===== src/rtl/icm_pkg.sv =====
package icm_pkg;
    localparam int DW        = 32;
    localparam int THR_W     = 16;
    localparam int SUMM_BIT  = 31;
    localparam int OTHER_BIT = 24;

    localparam logic [DW-1:0] VALID_MASK  = ~(DW'(1) << SUMM_BIT);
    localparam logic [DW-1:0] OTHER_GROUP = (DW'(1) << 6) | (DW'(1) << 20) |
                                            (DW'(1) << 21) | (DW'(1) << 22);

    typedef enum logic [2:0] {
        A_CAUSE     = 3'd0,
        A_CAUSE_SET = 3'd1,
        A_MASK_SET  = 3'd2,
        A_MASK_CLR  = 3'd3,
        A_AUTOMASK  = 3'd4,
        A_CTRL      = 3'd5,
        A_THROTTLE  = 3'd6,
        A_SPARE     = 3'd7
    } reg_addr_e;

    typedef struct packed {
        logic ack_mask_en;
        logic vec_mode;
        logic msg_mode;
    } ctrl_t;

    typedef struct packed {
        logic [DW-1:0] clr;
        logic [DW-1:0] set;
        logic [DW-1:0] mset;
        logic [DW-1:0] mclr;
    } upd_t;

    function automatic logic [DW-1:0] w1c_expand(input logic [DW-1:0] w);
        return w[OTHER_BIT] ? (w | OTHER_GROUP) : w;
    endfunction
endpackage


===== src/rtl/icm_access_decode.sv =====
module icm_access_decode
    import icm_pkg::*;
(
    input  logic             acc_en,
    input  logic             acc_wr,
    input  logic [2:0]       acc_addr,
    input  logic [DW-1:0]    acc_wdata,
    input  logic [DW-1:0]    hw_event,
    input  logic [DW-1:0]    cause_q,
    input  logic [DW-1:0]    mask_q,
    input  logic [DW-1:0]    automask_q,
    input  ctrl_t            ctrl_q,
    input  logic [THR_W-1:0] thr_q,
    output upd_t             upd,
    output logic [DW-1:0]    rd_val,
    output logic             wr_automask,
    output logic             wr_ctrl,
    output logic             wr_throttle
);
    logic ack_ready;

    always_comb begin
        ack_ready   = cause_q[SUMM_BIT] && ctrl_q.ack_mask_en;
        upd         = '0;
        upd.set     = hw_event & VALID_MASK;
        rd_val      = '0;
        wr_automask = 1'b0;
        wr_ctrl     = 1'b0;
        wr_throttle = 1'b0;
        if (acc_en) begin
            unique case (reg_addr_e'(acc_addr))
                A_CAUSE: begin
                    if (acc_wr) begin
                        upd.clr = w1c_expand(acc_wdata);
                        if (ack_ready) upd.mclr = automask_q;
                    end else begin
                        rd_val = cause_q;
                        if (mask_q == '0 || !ctrl_q.vec_mode) begin
                            upd.clr = '1;
                        end else if (ack_ready) begin
                            upd.clr  = '1;
                            upd.mclr = automask_q;
                        end
                    end
                end
                A_CAUSE_SET: begin
                    if (acc_wr) upd.set = (hw_event | acc_wdata) & VALID_MASK;
                    else        rd_val  = cause_q;
                end
                A_MASK_SET: begin
                    if (acc_wr) upd.mset = acc_wdata;
                    else        rd_val   = mask_q;
                end
                A_MASK_CLR: begin
                    if (acc_wr) upd.mclr = acc_wdata;
                end
                A_AUTOMASK: begin
                    if (acc_wr) wr_automask = 1'b1;
                    else        rd_val      = automask_q;
                end
                A_CTRL: begin
                    if (acc_wr) wr_ctrl = 1'b1;
                    else        rd_val  = DW'(ctrl_q);
                end
                A_THROTTLE: begin
                    if (acc_wr) wr_throttle = 1'b1;
                    else        rd_val      = DW'(thr_q);
                end
                default: begin
                    rd_val = '0;
                end
            endcase
        end
    end
endmodule


===== src/rtl/icm_state.sv =====
module icm_state
    import icm_pkg::*;
(
    input  logic             clk,
    input  logic             rst,
    input  upd_t             upd,
    input  logic [DW-1:0]    acc_wdata,
    input  logic             rd_strobe,
    input  logic [DW-1:0]    rd_val,
    input  logic             wr_automask,
    input  logic             wr_ctrl,
    input  logic             wr_throttle,
    input  logic             set_summary,
    output logic [DW-1:0]    cause_q,
    output logic [DW-1:0]    mask_q,
    output logic [DW-1:0]    automask_q,
    output ctrl_t            ctrl_q,
    output logic [THR_W-1:0] thr_q,
    output logic [DW-1:0]    rdata_q,
    output logic             fresh,
    output logic             any_pend
);
    logic [DW-1:0] cause_n, mask_n, pend_old, pend_new;

    always_comb begin
        cause_n  = (cause_q & ~upd.clr) | upd.set;
        mask_n   = ((mask_q | upd.mset) & ~upd.mclr) & VALID_MASK;
        pend_old = cause_q & mask_q & VALID_MASK;
        pend_new = cause_n & mask_n & VALID_MASK;
        fresh    = |(pend_new & ~pend_old);
        any_pend = |pend_new;
    end

    always_ff @(posedge clk) begin
        if (rst) begin
            cause_q    <= '0;
            mask_q     <= '0;
            automask_q <= '0;
            ctrl_q     <= '0;
            thr_q      <= '0;
            rdata_q    <= '0;
        end else begin
            cause_q <= cause_n | (DW'(set_summary) << SUMM_BIT);
            mask_q  <= mask_n;
            if (wr_automask) automask_q <= acc_wdata;
            if (wr_ctrl)     ctrl_q     <= ctrl_t'(acc_wdata[$bits(ctrl_t)-1:0]);
            if (wr_throttle) thr_q      <= acc_wdata[THR_W-1:0];
            rdata_q <= rd_strobe ? rd_val : '0;
        end
    end
endmodule


===== src/rtl/icm_throttle.sv =====
module icm_throttle #(
    parameter int THR_W    = 16,
    parameter int TICK_DIV = 13
) (
    input  logic             clk,
    input  logic             rst,
    input  logic             deliver,
    input  logic [THR_W-1:0] interval,
    output logic             busy,
    output logic             last
);
    localparam int CW = THR_W + $clog2(TICK_DIV + 1);

    logic [CW-1:0] cnt_q;
    logic [CW-1:0] load;

    assign load = CW'(interval) * CW'(TICK_DIV);
    assign busy = (cnt_q != '0);
    assign last = (cnt_q == CW'(1));

    always_ff @(posedge clk) begin
        if (rst)            cnt_q <= '0;
        else if (deliver)   cnt_q <= load;
        else if (busy)      cnt_q <= cnt_q - CW'(1);
    end
endmodule


===== src/rtl/icm_signal.sv =====
module icm_signal (
    input  logic clk,
    input  logic rst,
    input  logic fresh,
    input  logic any_pend,
    input  logic thr_busy,
    input  logic thr_last,
    input  logic msg_mode,
    output logic deliver,
    output logic irq_line,
    output logic msg_pulse
);
    assign deliver = (fresh && !thr_busy) || (thr_last && any_pend);

    always_ff @(posedge clk) begin
        if (rst) begin
            irq_line  <= 1'b0;
            msg_pulse <= 1'b0;
        end else begin
            msg_pulse <= deliver && msg_mode;
            irq_line  <= !msg_mode && (irq_line ? any_pend : deliver);
        end
    end
endmodule


===== src/rtl/intr_cause_ctrl.sv =====
module intr_cause_ctrl
    import icm_pkg::*;
#(
    parameter int TICK_DIV = 13
) (
    input  logic          clk,
    input  logic          rst,
    input  logic [31:0]   hw_event,
    input  logic          acc_en,
    input  logic          acc_wr,
    input  logic [2:0]    acc_addr,
    input  logic [31:0]   acc_wdata,
    output logic [31:0]   acc_rdata,
    output logic          irq_line,
    output logic          msg_pulse
);
    upd_t             upd;
    logic [DW-1:0]    rd_val;
    logic             wr_automask, wr_ctrl, wr_throttle;
    logic [DW-1:0]    cause_q, mask_q, automask_q;
    ctrl_t            ctrl_q;
    logic [THR_W-1:0] thr_q;
    logic             fresh, any_pend, deliver;
    logic             thr_busy, thr_last;
    logic             msg_mode;

    assign msg_mode = ctrl_q.msg_mode;

    icm_access_decode i_dec (
        .acc_en(acc_en), .acc_wr(acc_wr), .acc_addr(acc_addr),
        .acc_wdata(acc_wdata), .hw_event(hw_event),
        .cause_q(cause_q), .mask_q(mask_q), .automask_q(automask_q),
        .ctrl_q(ctrl_q), .thr_q(thr_q), .upd(upd), .rd_val(rd_val),
        .wr_automask(wr_automask), .wr_ctrl(wr_ctrl), .wr_throttle(wr_throttle)
    );

    icm_state i_state (
        .clk(clk), .rst(rst), .upd(upd), .acc_wdata(acc_wdata),
        .rd_strobe(acc_en && !acc_wr), .rd_val(rd_val),
        .wr_automask(wr_automask), .wr_ctrl(wr_ctrl), .wr_throttle(wr_throttle),
        .set_summary(deliver), .cause_q(cause_q), .mask_q(mask_q),
        .automask_q(automask_q), .ctrl_q(ctrl_q), .thr_q(thr_q),
        .rdata_q(acc_rdata), .fresh(fresh), .any_pend(any_pend)
    );

    icm_throttle #(.THR_W(THR_W), .TICK_DIV(TICK_DIV)) i_thr (
        .clk(clk), .rst(rst), .deliver(deliver), .interval(thr_q),
        .busy(thr_busy), .last(thr_last)
    );

    icm_signal i_sig (
        .clk(clk), .rst(rst), .fresh(fresh), .any_pend(any_pend),
        .thr_busy(thr_busy), .thr_last(thr_last), .msg_mode(msg_mode),
        .deliver(deliver), .irq_line(irq_line), .msg_pulse(msg_pulse)
    );
endmodule


===== config.mk =====
export PLATFORM = sky130hd
export DESIGN_NAME = intr_cause_ctrl
export DESIGN_NICKNAME = d
export VERILOG_FILES = /design/src/rtl/icm_pkg.sv /design/src/rtl/icm_access_decode.sv /design/src/rtl/icm_state.sv /design/src/rtl/icm_throttle.sv /design/src/rtl/icm_signal.sv /design/src/rtl/intr_cause_ctrl.sv
export SDC_FILE = /design/constraint.sdc
export NUM_CORES = 1
export LEC_CHECK = 0
export CAP_MARGIN = 15
export CORE_MARGIN = 2
export CORE_UTILIZATION = 35
export CTS_CLUSTER_DIAMETER = 150
export DETAILED_ROUTE_END_ITERATION = 8
export GPL_ROUTABILITY_DRIVEN = 0
export HOLD_SLACK_MARGIN = 0.15
export PLACE_DENSITY = 0.58
export RECOVER_POWER = 50
export SYNTH_ARGS = -nofsm -noshare
export SYNTH_HDL_FRONTEND = slang
export SYNTH_SLANG_ARGS = --single-unit

===== constraint.sdc =====
create_clock -name clk -period 5.4 [get_ports clk]
set_input_delay 0.54 -clock clk [delete_from_list [all_inputs] [get_ports clk]]
set_output_delay 0.54 -clock clk [all_outputs]
set_load 0.03 [all_outputs]

======== After elaboration in Yosys (flattened, before gate mapping) ========
Cells that the tools add are included.
storage, ports and cells
  word-level logic and storage cells ...... 84
  output and inout port bits .............. 34
  bits in registers ....................... 168
  memories kept ........................... 0
  bits in writable memories ............... 0
  memory bits (read-only) ................. 0
  bits in latches ......................... 0
  input bits .............................. 71
cells by class
  magnitude comparators ................... 0
  multipliers ............................. 1
  bitwise operators ....................... 14
  reduce and logical (&&, ||, !) cells .... 20
  eq/ne operators ......................... 7
  multiplexer cells ....................... 30
  div/mod/pow operators ................... 0
  $add $sub $neg .......................... 1
  shift-type cells ........................ 0
operator list
  cell                     count
  $mux W32                 11
  $pmux W32 S5             1
  $mux W128                1
  $and A31 B31 Y31         3
  $mux W31                 3
  $or A32 B32 Y32          2
  $pmux W32 S2             1
  $or A31 B31 Y31          2
  $mux W20                 2
  $and A31 B32 Y32         1
  $and A32 B32 Y32         1
  $logic_not A32 Y1        1
  $not A31 Y32             1
  $not A32 Y32             1
  $reduce_or A32 Y1        1
  $not A31 Y31             1
  $reduce_or A31 Y1        1
  $mux W25                 1
  $eq A20 B1 Y1 const B    1
  $mul A16 B4 Y20 const B  1
  $reduce_bool A20 Y1      1
  $sub A20 B1 Y20 const B  1
  $mux W16                 1
  $eq A3 B3 Y1 const B     3
  other kinds (12)         30

======== Depth between registers and ports, before layout ========
  depth after elaboration ................. 16
  mapped depth ............................ 17
  gate-level depth less buffers ........... 15

======== Modules after synthesis ========
Synthesis repeated with hierarchy kept, for this count alone.
second synthesis, totals
  cell total of the unflattened synthesis .. 1,422
  area, all modules ....................... 11,160.7 um2
by module, submodules not included
  module             area an instance (um2)  seq. area each (um2)  times used  cells each
  icm_state          5,874.4                 2,922.8               1           662
  icm_throttle       2,596.2                 400.4                 1           326
  icm_access_decode  2,578.7                 0.0                   1           422
  icm_signal         97.6                    40.0                  1           11
  intr_cause_ctrl    13.8                    0.0                   1           1

======== Worst setup path after synthesis ========
OpenSTA, ideal clock, no wires.
  kind .................................... register to register
  start point ............................. register i_state.thr_q[1]
  end point ............................... register i_thr.cnt_q[18]
  setup time .............................. 0.133 ns
  setup slack ............................. 1.985 ns
  data required time ...................... 5.267 ns
  buffers on the path ..................... 0
  stages on the path, launching flop included .. 16
  data arrival time ....................... 3.282 ns
  period minus slack after synthesis ...... 3.415 ns
  cell sequence ........................... dfxtp_1 > ha_1 > inv_1 > fa_1 > inv_1 > ha_1 > a21o_1 > a21o_1 > a2111o_1 > nand2_1 > o2111ai_1 > o211a_1 > a41oi_1 > mux2_2 > o22ai_1 > a31oi_1
on the way
  longest elaborated chain between the ends .. 2
ends and longest elaborated chain
  what                    line                source
  start, declared         icm_state.sv:18     output logic [THR_W-1:0] thr_q,
  start signal, assigned  icm_state.sv:47     if (wr_throttle) thr_q <= acc_wdata[THR_W-1:0];
  $mul A16 B4 Y20         icm_throttle.sv:17  assign load = CW'(interval) * CW'(TICK_DIV);
  $mux W20                icm_throttle.sv:23  else if (deliver) cnt_q <= load;
  end signal, assigned    icm_throttle.sv:23
  end signal, assigned    icm_throttle.sv:24  else if (busy) cnt_q <= cnt_q - CW'(1);
  end, declared           icm_throttle.sv:14  logic [CW-1:0] cnt_q;
No other way between the ends.
A chain may end at the register's enable or synchronous reset.

======== Worst setup path in the final report ========
  start point ............................. input acc_addr[2]
  end point ............................... register i_thr.cnt_q[1]
on the way
  longest elaborated chain between the ends .. 12
  elaborated cells on any way between the ends .. 24
  classes of those cells .................. eq/ne: 3; mux: 6; bitwise: 8; reduce/logical: 7
ends and longest elaborated chain
  what                                                  line                     source
  start, declared                                       intr_cause_ctrl.sv:11    input logic [2:0] acc_addr,
  branches (longest 2 deep; another with $pmux W32 S2)  n/a
  $mux W128 (*)                                         icm_access_decode.sv:30  if (acc_en) begin
  $not A32 Y32                                          icm_state.sv:26          cause_n = (cause_q & ~upd.clr) | upd.set;
  $and A32 B32 Y32                                      icm_state.sv:26
  $or A32 B32 Y32                                       icm_state.sv:26
  $and A31 B31 Y31 (*)                                  icm_state.sv:29          pend_new = cause_n & mask_n & VALID_MASK;
  $and A31 B32 Y32                                      icm_state.sv:30          fresh = |(pend_new & ~pend_old);
  $reduce_or A32 Y1                                     icm_state.sv:30
  $logic_and A1 B1 Y1                                   icm_signal.sv:13         assign deliver = (fresh && !thr_busy) || (thr_last && any_pend);
  $logic_or A1 B1 Y1 (*)                                icm_signal.sv:13
  $mux W20 or $reduce_bool A2 Y1 (tied branches)        n/a
Mark *: on every way between the ends.

==> out/qor.tcl <==
set qor(post_cts_resize_count) 0
set qor(antenna_found_initial) 0
set qor(fin_crit_ns) 4.69
set qor(synth.lib_cells_used.distinct) 83
set qor(fin_tns_setup_ns) 0
set qor(setup_repair_after_global_routing_missed_its_margin) {no}
set qor(synth_nets) 1459
set qor(fmax_ghz) 0.213
set qor(routed_wl_um) 36700
set qor(core_footprint_um2) 29600
set qor(share_of_the_clock_period_used_by_the_worst_path_pct) 86.9
set qor(synth-seq-area-share_pct) 32.1
set qor(root_buffer) {clkbuf_16}
set qor(timing.final.hold_violations) 0
set qor(post_cts.repair.setup_buffers) 0
set qor(worst_hold_path_type) {flip-flop to flip-flop}
set qor(post-dp-hpwl_um) 26000
set qor(crit_path_cell_trace) {dlygate4sd3_1 > clkbuf_1 > and3b_1 > buf_4 > a31oi_1 > o211ai_1 > o2bb2ai_1 > a211oi_1 > or4_1 > nor4_4 > a21oi_2 > or4_1 > o311ai_1}
set qor(skew_ns) 0.0143
set qor(design.final.nets) 1523
set qor(critPathTopFamily) {simple AND/OR/NAND/NOR gates}
set qor(critPathMaxStageDelay_ns) 0.61
set qor(timing.critical_path.to_type) {flip-flop}
set qor(cts_tree) {yes}
set qor(synth.largest_area_cell) {dfxtp_1}
set qor(synth_async_sr_flop_share_pct) 0
set qor(path_class) {primary input to flip-flop}
set qor(peakVddDrop_v) 0.000200
set qor(critPathArrivalTime_ns) 5.04
set qor(leakagePower_nw) 4.90
set qor(drtAntennaViolNets) 0
set qor(sequential_cell_area_um2) 3360
set qor(number_of_global_route_vias_before_repair) 10000
set qor(cts_hold_repair.buffers) 0
set qor(outcome) {complete, but fails checks}
set qor(worstSkewPairLatency_ns) 0.45
set qor(synth-main-ff-cell) {dfxtp_1}
set qor(worstPathBufferInverterCount) 3
set qor(path_clk_slew_ns) 0.07
set qor(cts_made_buffers) 17
set qor(worst-slew-pin-transition_ns) 1.70
set qor(die_h_um) 177
set qor(die-area_um2) 31300
set qor(timing.critical_path.mode_cell) {or4_1}
set qor(drc_errors) 0
set qor(antenna_diode_instance_count) 0
set qor(numPortBuffers) 103
set qor(path_max_fanout) 20
set qor(post_synth_inst_count) 1337
set qor(routedWlPerCell_um) 20.3
set qor(worstSetupStartpointType) {primary input}
set qor(crit_path_top_delay_cell) {clkbuf_1}
set qor(clockBufferDepth) 2
set qor(tritoncts_num_sinks) 168
set qor(slew-limit-headroom_pct) -13.2
set qor(drt_iter0_drc) 1063
set qor(grt_max_degree) 90
set qor(ioPinCount) 105
set qor(groute.usage.overall_pct) 23.4
set qor(drt-vias-per-instance) 5.73
set qor(syn-mean-instance-area_um2) 7.83
set qor(start_util_pct) 35.4
set qor(setup_viol) 0
set qor(yosysTopAreaCellShare_pct) 32.1
set qor(global_route.overflow_total) 0
set qor(finalPower_mw) 3.71
set qor(synth_warnings) 0
set qor(area_growth_pct) 18.4
set qor(power_per_cell_area_nw_per_um2) 299
set qor(critical_path_required_ns) 5.74
set qor(violated_checks) {max-capacitance violations, max-slew violations}
set qor(nFillCells) 3028
set qor(netlist_area_pre_place_um2) 10500
set qor(combined_area_of_the_multi_input_logic_cells_um2) 6340
set qor(die_x_um) 177
set qor(cap_viol_max_count) 1
set qor(ys_ff_latch) 168
set qor(grt_first_pass_wirelength_um) 56800
set qor(num_rows) 63
set qor(final_slew_violations) 33
set qor(post_route_cells_drive_above_1_share_pct) 7.43
set qor(total_vias_in_the_final_route) 10300
set qor(dr.pass1.iters) 6
set qor(synth-edff-count) 0
set qor(synthTopCellsByArea) {dfxtp_1 32%, a21oi_1 7.8%, nand2_1 6.3%}
set qor(cts.htree.levels) 4
state kept, by name, summed over array words and instances (netlist names):
signal,count
i_sig.irq_line,1
i_sig.msg_pulse,1
i_state.automask_q,32
i_state.cause_q,32
i_state.ctrl_q,3
i_state.mask_q,31
i_state.rdata_q,32
i_state.thr_q,16
i_thr.cnt_q,20
layout by cell type, fill, tap and decap left out, drive strengths merged, types with 18 or more instances in the layout:
master,n
nand2,176
dfxtp,168
a21oi,164
nor2,102
inv,101
clkdlybuf4s50,65
o21ai,59
a31oi,43
nand3,40
ha,38
dlygate4sd3,35
and2,31
a211oi,30
buf,30
and3,22
clkbuf,22
mux2i,19
nor3,19
a211o,18
synth_stat cells, types with 5 or more instances:
master,number
a2111o_1,5
fa_1,13
o21ai_0,42
nor2b_1,10
o211ai_1,15
a221oi_1,6
a211o_1,18
a31oi_1,42
o21ai_1,16
nor4_2,8
o2bb2ai_1,7
a2111oi_0,6
inv_1,90
a22o_1,11
buf_6,7
nor3_1,17
clkbuf_1,55
and3_1,22
or3_1,5
a211oi_1,30
xor2_1,12
nand2_1,176
buf_2,16
nor2_1,102
and2_1,30
a21oi_1,163
xnor2_1,13
ha_1,38
mux2i_1,19
o22ai_1,5
nand3_1,40
a221oi_2,11
nand4_1,7
buf_1,7
a22oi_1,10
a21o_1,7
dfxtp_1,168
final timing paths:
check,from,end,slack [ns],cells after the start
worst max-delay path,acc_addr[2],i_thr.cnt_q[1]$_SDFFE_PP0P_,0.71,13
worst max register to register,i_state.mask_q[21]$_SDFF_PP0_,i_thr.cnt_q[1]$_SDFFE_PP0P_,0.93,10
worst min register to register,i_state.automask_q[31]$_SDFFE_PP0P_,i_state.automask_q[31]$_SDFFE_PP0P_,0.46,2
worst min-delay path,i_state.automask_q[31]$_SDFFE_PP0P_,i_state.automask_q[31]$_SDFFE_PP0P_,0.46,2
kinds of logic (layout without fill, tap and decap cells):
kind of cell	Yosys count	after routing	synth area share, %
simple gates	454	454	21.3
xor+xnor	25	25	2.09
buf+inv	180	257	7.31
compound gates	437	437	28.0
mux	22	22	2.14
fa+ha+maj	51	51	7.03
flops	168	168	32.1
stage by stage:
step	std cells	instance area (um^2)	worst slack (ns)	hold WS [ns]	util (%)
after floorplan	1337	10500	1.98	0.433	-
after global placement	1772	11800	0.744	0.444	39.9
after detailed placement	1772	11800	0.778	0.450	39.9
after CTS	1804	12400	1.09	0.460	42.0
after global routing	1804	12400	0.520	0.486	41.9
final	1804	12400	0.706	0.461	41.9
worst reg2reg max path, delay by kind of cell (launching register included):
kind / cells / cell delay [ns]
AOI/OAI and AO/OA: 5 / 2.32
DFF: 1 / 0.35
and+or+nand+nor: 5 / 1.69
power by group:
group          total, mW  leakage, nW  switching, mW  internal (mW)
logic              0.949         3.22          0.576          0.374
registers           1.44         1.37         0.0996           1.34
clock network       1.32        0.308          0.611          0.713
total               3.71         4.90           1.29           2.42
cell type report:
type | count | area share (%)
multi-input cells | 989 | 51.2
flip-flops and latches | 168 | 27.1
repair buffers | 135 | 10.0
well taps | 390 | 3.94
clock buffers | 17 | 3.43
inverters | 90 | 2.73
clock inverters | 15 | 1.59
layer usage:
| metal | wire length, um | vias up | GRT usage (%) |
|---|---|---|---|
| li1 | - | 4940 | - |
| met1 | 16500 | 4884 | 32.4 |
| met2 | 16400 | 461 | 36.2 |
| met3 | 2740 | 56 | 3.89 |
| met4 | 1040 | 0 | 9.50 |
| met5 | 0 | - | 0 |
Note: power is estimated with default switching activity, not from simulation.
